## src/rtl/ildst_pkg.sv

```systemverilog
package ildst_pkg;

  typedef enum logic [2:0] {
    OP_NONE = 3'd0,
    OP_IMM  = 3'd1,
    OP_RD1  = 3'd2,
    OP_RD8  = 3'd3,
    OP_WR1  = 3'd4,
    OP_WR8  = 3'd5
  } ldst_op_e;

  // number of words an access touches
  function automatic int unsigned access_span(input logic vec, input int unsigned lanes);
    return vec ? lanes : 32'd1;
  endfunction

  // true when words base .. base+span-1 all lie below 'words'
  function automatic logic span_fits(input logic [63:0] base, input int unsigned span,
                                     input int unsigned words);
    logic [64:0] last;
    last = {1'b0, base} + 65'(span) - 65'd1;
    return 65'(words) > last;
  endfunction

endpackage

```

## src/rtl/ildst_decode.sv

```systemverilog
module ildst_decode
  import ildst_pkg::*;
(
  input  logic       op_valid,
  input  logic [2:0] op_code,
  output logic       is_imm,
  output logic       is_load,
  output logic       is_store,
  output logic       is_vec
);

  always_comb begin
    is_imm   = 1'b0;
    is_load  = 1'b0;
    is_store = 1'b0;
    is_vec   = 1'b0;
    if (op_valid) begin
      case (op_code)
        OP_IMM: is_imm = 1'b1;
        OP_RD1: is_load = 1'b1;
        OP_RD8: begin is_load = 1'b1; is_vec = 1'b1; end
        OP_WR1: is_store = 1'b1;
        OP_WR8: begin is_store = 1'b1; is_vec = 1'b1; end
        default: ;
      endcase
    end
  end

endmodule

```

## src/rtl/ildst_range.sv

```systemverilog
module ildst_range
  import ildst_pkg::*;
#(
  parameter int unsigned DATA_W = 32,
  parameter int unsigned MEM_AW = 10,
  parameter int unsigned LANES  = 8
) (
  input  logic [DATA_W-1:0] base,
  input  logic              is_vec,
  output logic              fits
);

  localparam int unsigned MEM_WORDS = 1 << MEM_AW;

  assign fits = span_fits(64'(base), access_span(is_vec, LANES), MEM_WORDS);

endmodule

```

## src/rtl/ildst_wb.sv

```systemverilog
module ildst_wb #(
  parameter int unsigned DATA_W = 32,
  parameter int unsigned SCR_AW = 7,
  parameter int unsigned LANES  = 8
) (
  input  logic                    clk,
  input  logic                    rst_n,
  input  logic                    take_wb,
  input  logic                    from_mem,
  input  logic                    is_vec,
  input  logic                    fault,
  input  logic [SCR_AW-1:0]       dst,
  input  logic [DATA_W-1:0]       imm,
  input  logic [LANES*DATA_W-1:0] mem_rdata,
  output logic [LANES-1:0]        lane_en,
  output logic [SCR_AW-1:0]       base,
  output logic [LANES*DATA_W-1:0] data,
  output logic                    done,
  output logic                    err
);

  logic              wb_v, wb_mem, wb_vec, err_q;
  logic [SCR_AW-1:0] wb_dst;
  logic [DATA_W-1:0] wb_imm;

  always_ff @(posedge clk or negedge rst_n) begin
    if (!rst_n) begin
      wb_v   <= 1'b0;
      wb_mem <= 1'b0;
      wb_vec <= 1'b0;
      err_q  <= 1'b0;
      wb_dst <= '0;
      wb_imm <= '0;
    end else begin
      wb_v   <= take_wb;
      wb_mem <= from_mem;
      wb_vec <= is_vec;
      err_q  <= fault;
      if (take_wb) begin
        wb_dst <= dst;
        wb_imm <= imm;
      end
    end
  end

  for (genvar g = 0; g < LANES; g++) begin : g_lane
    if (g == 0) begin : g_head
      assign data[DATA_W-1:0] = wb_mem ? mem_rdata[DATA_W-1:0] : wb_imm;
      assign lane_en[0]       = wb_v;
    end else begin : g_tail
      assign data[g*DATA_W +: DATA_W] = wb_mem ? mem_rdata[g*DATA_W +: DATA_W] : '0;
      assign lane_en[g]               = wb_v & wb_vec;
    end
  end

  assign base = wb_dst;
  assign done = wb_v;
  assign err  = err_q;

endmodule

```

## src/rtl/ind_ldst_unit.sv

```systemverilog
module ind_ldst_unit #(
  parameter int unsigned DATA_W = 32,
  parameter int unsigned SCR_AW = 7,
  parameter int unsigned MEM_AW = 10,
  parameter int unsigned LANES  = 8
) (
  input  logic                    clk,
  input  logic                    rst_n,
  input  logic                    issue_valid,
  input  logic [2:0]              issue_op,
  input  logic [SCR_AW-1:0]       issue_dst,
  input  logic [SCR_AW-1:0]       issue_ptr,
  input  logic [SCR_AW-1:0]       issue_src,
  input  logic [DATA_W-1:0]       issue_imm,
  output logic [SCR_AW-1:0]       ptr_raddr,
  input  logic [DATA_W-1:0]       ptr_rdata,
  output logic [SCR_AW-1:0]       vec_raddr,
  input  logic [LANES*DATA_W-1:0] vec_rdata,
  output logic [LANES-1:0]        wb_lane_en,
  output logic [SCR_AW-1:0]       wb_base,
  output logic [LANES*DATA_W-1:0] wb_data,
  output logic                    mem_en,
  output logic [LANES-1:0]        mem_we,
  output logic [MEM_AW-1:0]       mem_base,
  output logic [LANES*DATA_W-1:0] mem_wdata,
  input  logic [LANES*DATA_W-1:0] mem_rdata,
  output logic                    ld_done,
  output logic                    oor_err
);

  // decoded instruction
  logic is_imm, is_load, is_store, is_vec;
  // named events, also watched by the checker
  logic fits, acc_go, acc_fault, take_wb;
  logic [LANES-1:0] lane_mask;

  ildst_decode u_dec (
    .op_valid (issue_valid),
    .op_code  (issue_op),
    .is_imm   (is_imm),
    .is_load  (is_load),
    .is_store (is_store),
    .is_vec   (is_vec)
  );

  ildst_range #(.DATA_W(DATA_W), .MEM_AW(MEM_AW), .LANES(LANES)) u_rng (
    .base   (ptr_rdata),
    .is_vec (is_vec),
    .fits   (fits)
  );

  assign acc_go    = (is_load | is_store) & fits;
  assign acc_fault = (is_load | is_store) & ~fits;
  assign take_wb   = is_imm | (is_load & fits);

  for (genvar g = 0; g < LANES; g++) begin : g_mask
    if (g == 0) begin : g_first
      assign lane_mask[0] = 1'b1;
    end else begin : g_rest
      assign lane_mask[g] = is_vec;
    end
  end

  // scratch read side
  assign ptr_raddr = issue_ptr;
  assign vec_raddr = issue_src;

  // memory port
  assign mem_en    = acc_go;
  assign mem_we    = (acc_go & is_store) ? lane_mask : '0;
  assign mem_base  = ptr_rdata[MEM_AW-1:0];
  assign mem_wdata = vec_rdata;

  ildst_wb #(.DATA_W(DATA_W), .SCR_AW(SCR_AW), .LANES(LANES)) u_wb (
    .clk       (clk),
    .rst_n     (rst_n),
    .take_wb   (take_wb),
    .from_mem  (is_load),
    .is_vec    (is_vec),
    .fault     (acc_fault),
    .dst       (issue_dst),
    .imm       (issue_imm),
    .mem_rdata (mem_rdata),
    .lane_en   (wb_lane_en),
    .base      (wb_base),
    .data      (wb_data),
    .done      (ld_done),
    .err       (oor_err)
  );

endmodule

```

## config.mk

```make
export PLATFORM = sky130hd
export DESIGN_NAME = ind_ldst_unit
export DESIGN_NICKNAME = d
export VERILOG_FILES = /design/src/rtl/ildst_pkg.sv /design/src/rtl/ildst_decode.sv /design/src/rtl/ildst_range.sv /design/src/rtl/ildst_wb.sv /design/src/rtl/ind_ldst_unit.sv
export SDC_FILE = /design/constraint.sdc
export NUM_CORES = 1
export LEC_CHECK = 0
export BUFFER_PORTS_ARGS = -buffer_cell sky130_fd_sc_hd__buf_2
export CORE_AREA = 2 2 450 452
export CTS_CLUSTER_DIAMETER = 100
export DETAILED_ROUTE_END_ITERATION = 10
export DIE_AREA = 0 0 452 454
export PLACE_DENSITY = 0.3
export SYNTH_ARGS = -nofsm -noshare
export SYNTH_HDL_FRONTEND = slang
export SYNTH_SLANG_ARGS = --single-unit
```

## constraint.sdc

```tcl
create_clock -name clk -period 27.1 [get_ports clk]
set_input_delay 5.42 -clock clk [delete_from_list [all_inputs] [get_ports clk]]
set_output_delay 5.42 -clock clk [all_outputs]
set_load 0.005 [all_outputs]
```

==> flow_summary.ini <==
[sta]
slew_violations = 0
setup_tns_ns = 0
period_share_pct = 66.1
worst_pin_slew_ns = 1.22
finalHoldViolCount = 0
skew_ns = 0
worst_hold_slack_ns = 0.577
period_needed_ns = 17.90
slew_headroom_pct = 18.4
rsz0062_at_grt = no
timing.final.ws_setup_ns = 9.20
setup_viol = 0
timing.fmax_ghz = 0.0559

[logic_synthesis]
dominantRegCellSynth = dfrtp_1
async_flop_share_pct = 100
ys_seq_area_share_pct = 11.9
syn_nets = 1799
synth_top_area_share_pct = 24.6
syn_area_um2 = 9080
synth_edf_count = 0
synthCells = 1190
avgSynthCellArea_um2 = 7.63
ys_ff_latch = 43
yosys_warnings = 0
synth_common_cells = buf_4 (297), and2_1 (230), clkbuf_1 (69), nand2_1 (57)
synthMostInstantiatedCell = buf_4
ys_top_cells_by_area = buf_4 (25%), and2_1 (16%), dfrtp_1 (12%)
ys_types = 74
yosys.area.top_type = buf_4

[route]
vias = 10400
drc_errors = 0
drt_pass1_iterations = 4
totalWireLength_um = 123000
drtIter0Drc = 547
antenna_left = 0
avgViaCountPerCell = 2.52
wire_per_inst_um = 29.7

[worst_setup_path]
worstReg2RegStart = u_wb.wb_imm[14]
rr_endpoint = u_wb.wb_imm[14]
critical_path_class = in2out
startpoint_type = input pin
cp_max_fo = 41
arrival_ns = 12.48
r2r_slack_ns = 25.86
required_ns = 21.68
rr_worst_depth = 3
critPathCaptureType = primary output

[global_route]
grt_pass1_wl_um = 144000
grt_use_total_pct = 11.4
antenna_found_initial = 86
grt_max_degree = 94
grt_pass1_vias = 10000
grt.overflow.total = 0

[clock_network]
cts_num_sinks = 43
cts.htree.levels = 2
cts_tree = yes
clock_path_buffers = 2
clock_tree.root_cell = clkbuf_16
holdBufCountCts = 0
clk_latency_ns = 0.31
clk_pin_slew_ns = 0.09
cts_setup_buffers = 0
cts_made_buffers = 5
cts.repair.resized = 0

[run_status]
status = finished, final reports clean

[power]
power.leakage_uw = 0.00532
power.density_nw_per_um2 = 21.5
ir_worst_vdd_v = 0.0000237

[worst_hold_path]
min_path_type = reg2reg
worstHoldStart = u_wb.wb_imm[23]
whs_endpoint = u_wb.wb_imm[23]
holdPathStages = 2

[die]
fp.dieW_um = 452
start_util_pct = 4.52
die_y_um = 454
dieArea_um2 = 205000
core_um2 = 201000
num_rows = 165
pin_count = 1165

[layout]
fin_nets = 2059
nFillCells = 23800
area_growth_pct = 46.3
drive_above_1_share_pct = 51.4

[placed_design]
place_ws_ns = 8.86
place.gp.congestion = 0.971
hpwl_um = 110000
portBuffers = 624

[run]
maxCapViolations = 0
-- critical path, stage by stage --
cell     delay, ns
buf_2         0.08
buf_4         0.48
nand3_1       0.49
ha_1          0.48
ha_1          0.38
a31o_2        0.35
a311o_1       0.32
o21ai_1       0.19
o21ai_1       0.35
nor3_1        0.67
and3_1        0.29
nand3_1       0.07
nor3_1        0.21
ha_1          0.14
nor2b_1       0.18
nand3_1       0.09
or4b_1        0.47
nor3_1        0.14
and4_1        0.22
or4b_4        0.55
nor3_1        0.66
buf_2         0.24
-- logic make-up after synthesis --
kind of cell | count (synthesis) | share of synthesized area (%)
buffers and inverters | 393 | 29.1
adders and majority gates | 6 | 0.827
AOI/OAI and AO/OA | 143 | 14.7
xor gates and xnor gates | 29 | 2.80
muxes | 38 | 4.64
and+or+nand+nor | 538 | 36.1
DFF | 43 | 11.9
-- power by group --
part / total (µW) / internal (µW) / switching, µW
Clock: 83.6 / 44.0 / 39.6
Combinational: 130 / 48.6 / 81.3
Sequential: 72.1 / 66.8 / 5.33
Total: 286 / 159 / 126
-- routing by layer --
layer	vias to the layer above	global-route usage, %	wire length [µm]
met4	10	2.71	2980
li1	4390	-	-
met2	753	21.6	65700
met1	5049	10.6	39100
met5	-	0.303	152
met3	216	5.93	14500
-- worst max-delay path by stage --
stage | end | start | cells past startpoint
floorplan | mem_we[2] | issue_op[1] | 24
global placement | mem_we[1] | issue_op[0] | 22
detailed placement | mem_we[7] | issue_op[0] | 22
CTS | mem_we[7] | issue_op[0] | 22
global route | mem_we[2] | issue_op[0] | 22
finish | mem_we[7] | issue_op[0] | 22
-- layout by cell type (no fill, tap or decap), types with 3 or more instances in the layout --
| master | synthesis | final |
|---|---|---|
| buf_2 | 8 | 623 |
| and2_1 | 230 | 230 |
| nand2_1 | 57 | 57 |
| nand4_1 | 51 | 51 |
| and3_1 | 51 | 50 |
| dfrtp_1 | 43 | 42 |
| nor3b_1 | 41 | 41 |
| a221oi_1 | 39 | 39 |
| o211ai_2 | 39 | 39 |
| mux2_2 | 32 | 32 |
| nand3_1 | 20 | 20 |
| nor3_1 | 17 | 17 |
| xnor2_1 | 16 | 16 |
| nor2_1 | 17 | 16 |
| buf_4 | 297 | 14 |
| xor2_1 | 13 | 13 |
| o21ai_0 | 10 | 10 |
| inv_1 | 9 | 9 |
| diode_2 | 0 | 8 |
| a21oi_1 | 8 | 8 |
| or3_1 | 7 | 7 |
| nor4_1 | 6 | 6 |
| a31oi_1 | 6 | 6 |
| ha_1 | 6 | 6 |
| mux2i_1 | 5 | 5 |
| clkbuf_16 | 0 | 5 |
| and4_1 | 4 | 4 |
| o21ai_1 | 5 | 4 |
| nor3_2 | 4 | 4 |
| a311oi_1 | 4 | 4 |
| nand2b_1 | 6 | 4 |
| o2111ai_1 | 4 | 4 |
| nor2b_1 | 5 | 4 |
| nand3_2 | 3 | 3 |
| or4_1 | 3 | 3 |
| o31ai_1 | 3 | 3 |
| a41oi_1 | 3 | 3 |
-- per-stage QoR --
stage,total power [µW],cells,util [%],area [µm²]
floorplan,153,1190,-,9080
global placement,209,4115,6.52,13100
detailed placement,209,4115,6.52,13100
CTS,300,4123,6.60,13300
global route,305,4126,6.61,13300
finish,286,4131,6.61,13300
-- state kept, by name (all words and copies together) (netlist names) --
| signal | cells |
|---|---|
| u_wb.done | 1 |
| u_wb.err | 1 |
| u_wb.wb_mem | 1 |
| u_wb.wb_vec | 1 |
| u_wb.base | 7 |
| u_wb.wb_imm | 32 |
-- area by class of cell --
cell class | instances | area, µm² | share of cell area, %
repair buffers | 637 | 3220 | 24.3
flip-flops and latches | 43 | 1080 | 8.13
clock buffers | 5 | 125 | 0.942
clock inverters | 3 | 43.8 | 0.330
diodes | 8 | 20.0 | 0.151
multi-input cells | 754 | 5420 | 40.8
well taps | 2672 | 3340 | 25.2
inverters | 9 | 33.8 | 0.254
Note: power is estimated with default switching activity, not from simulation.
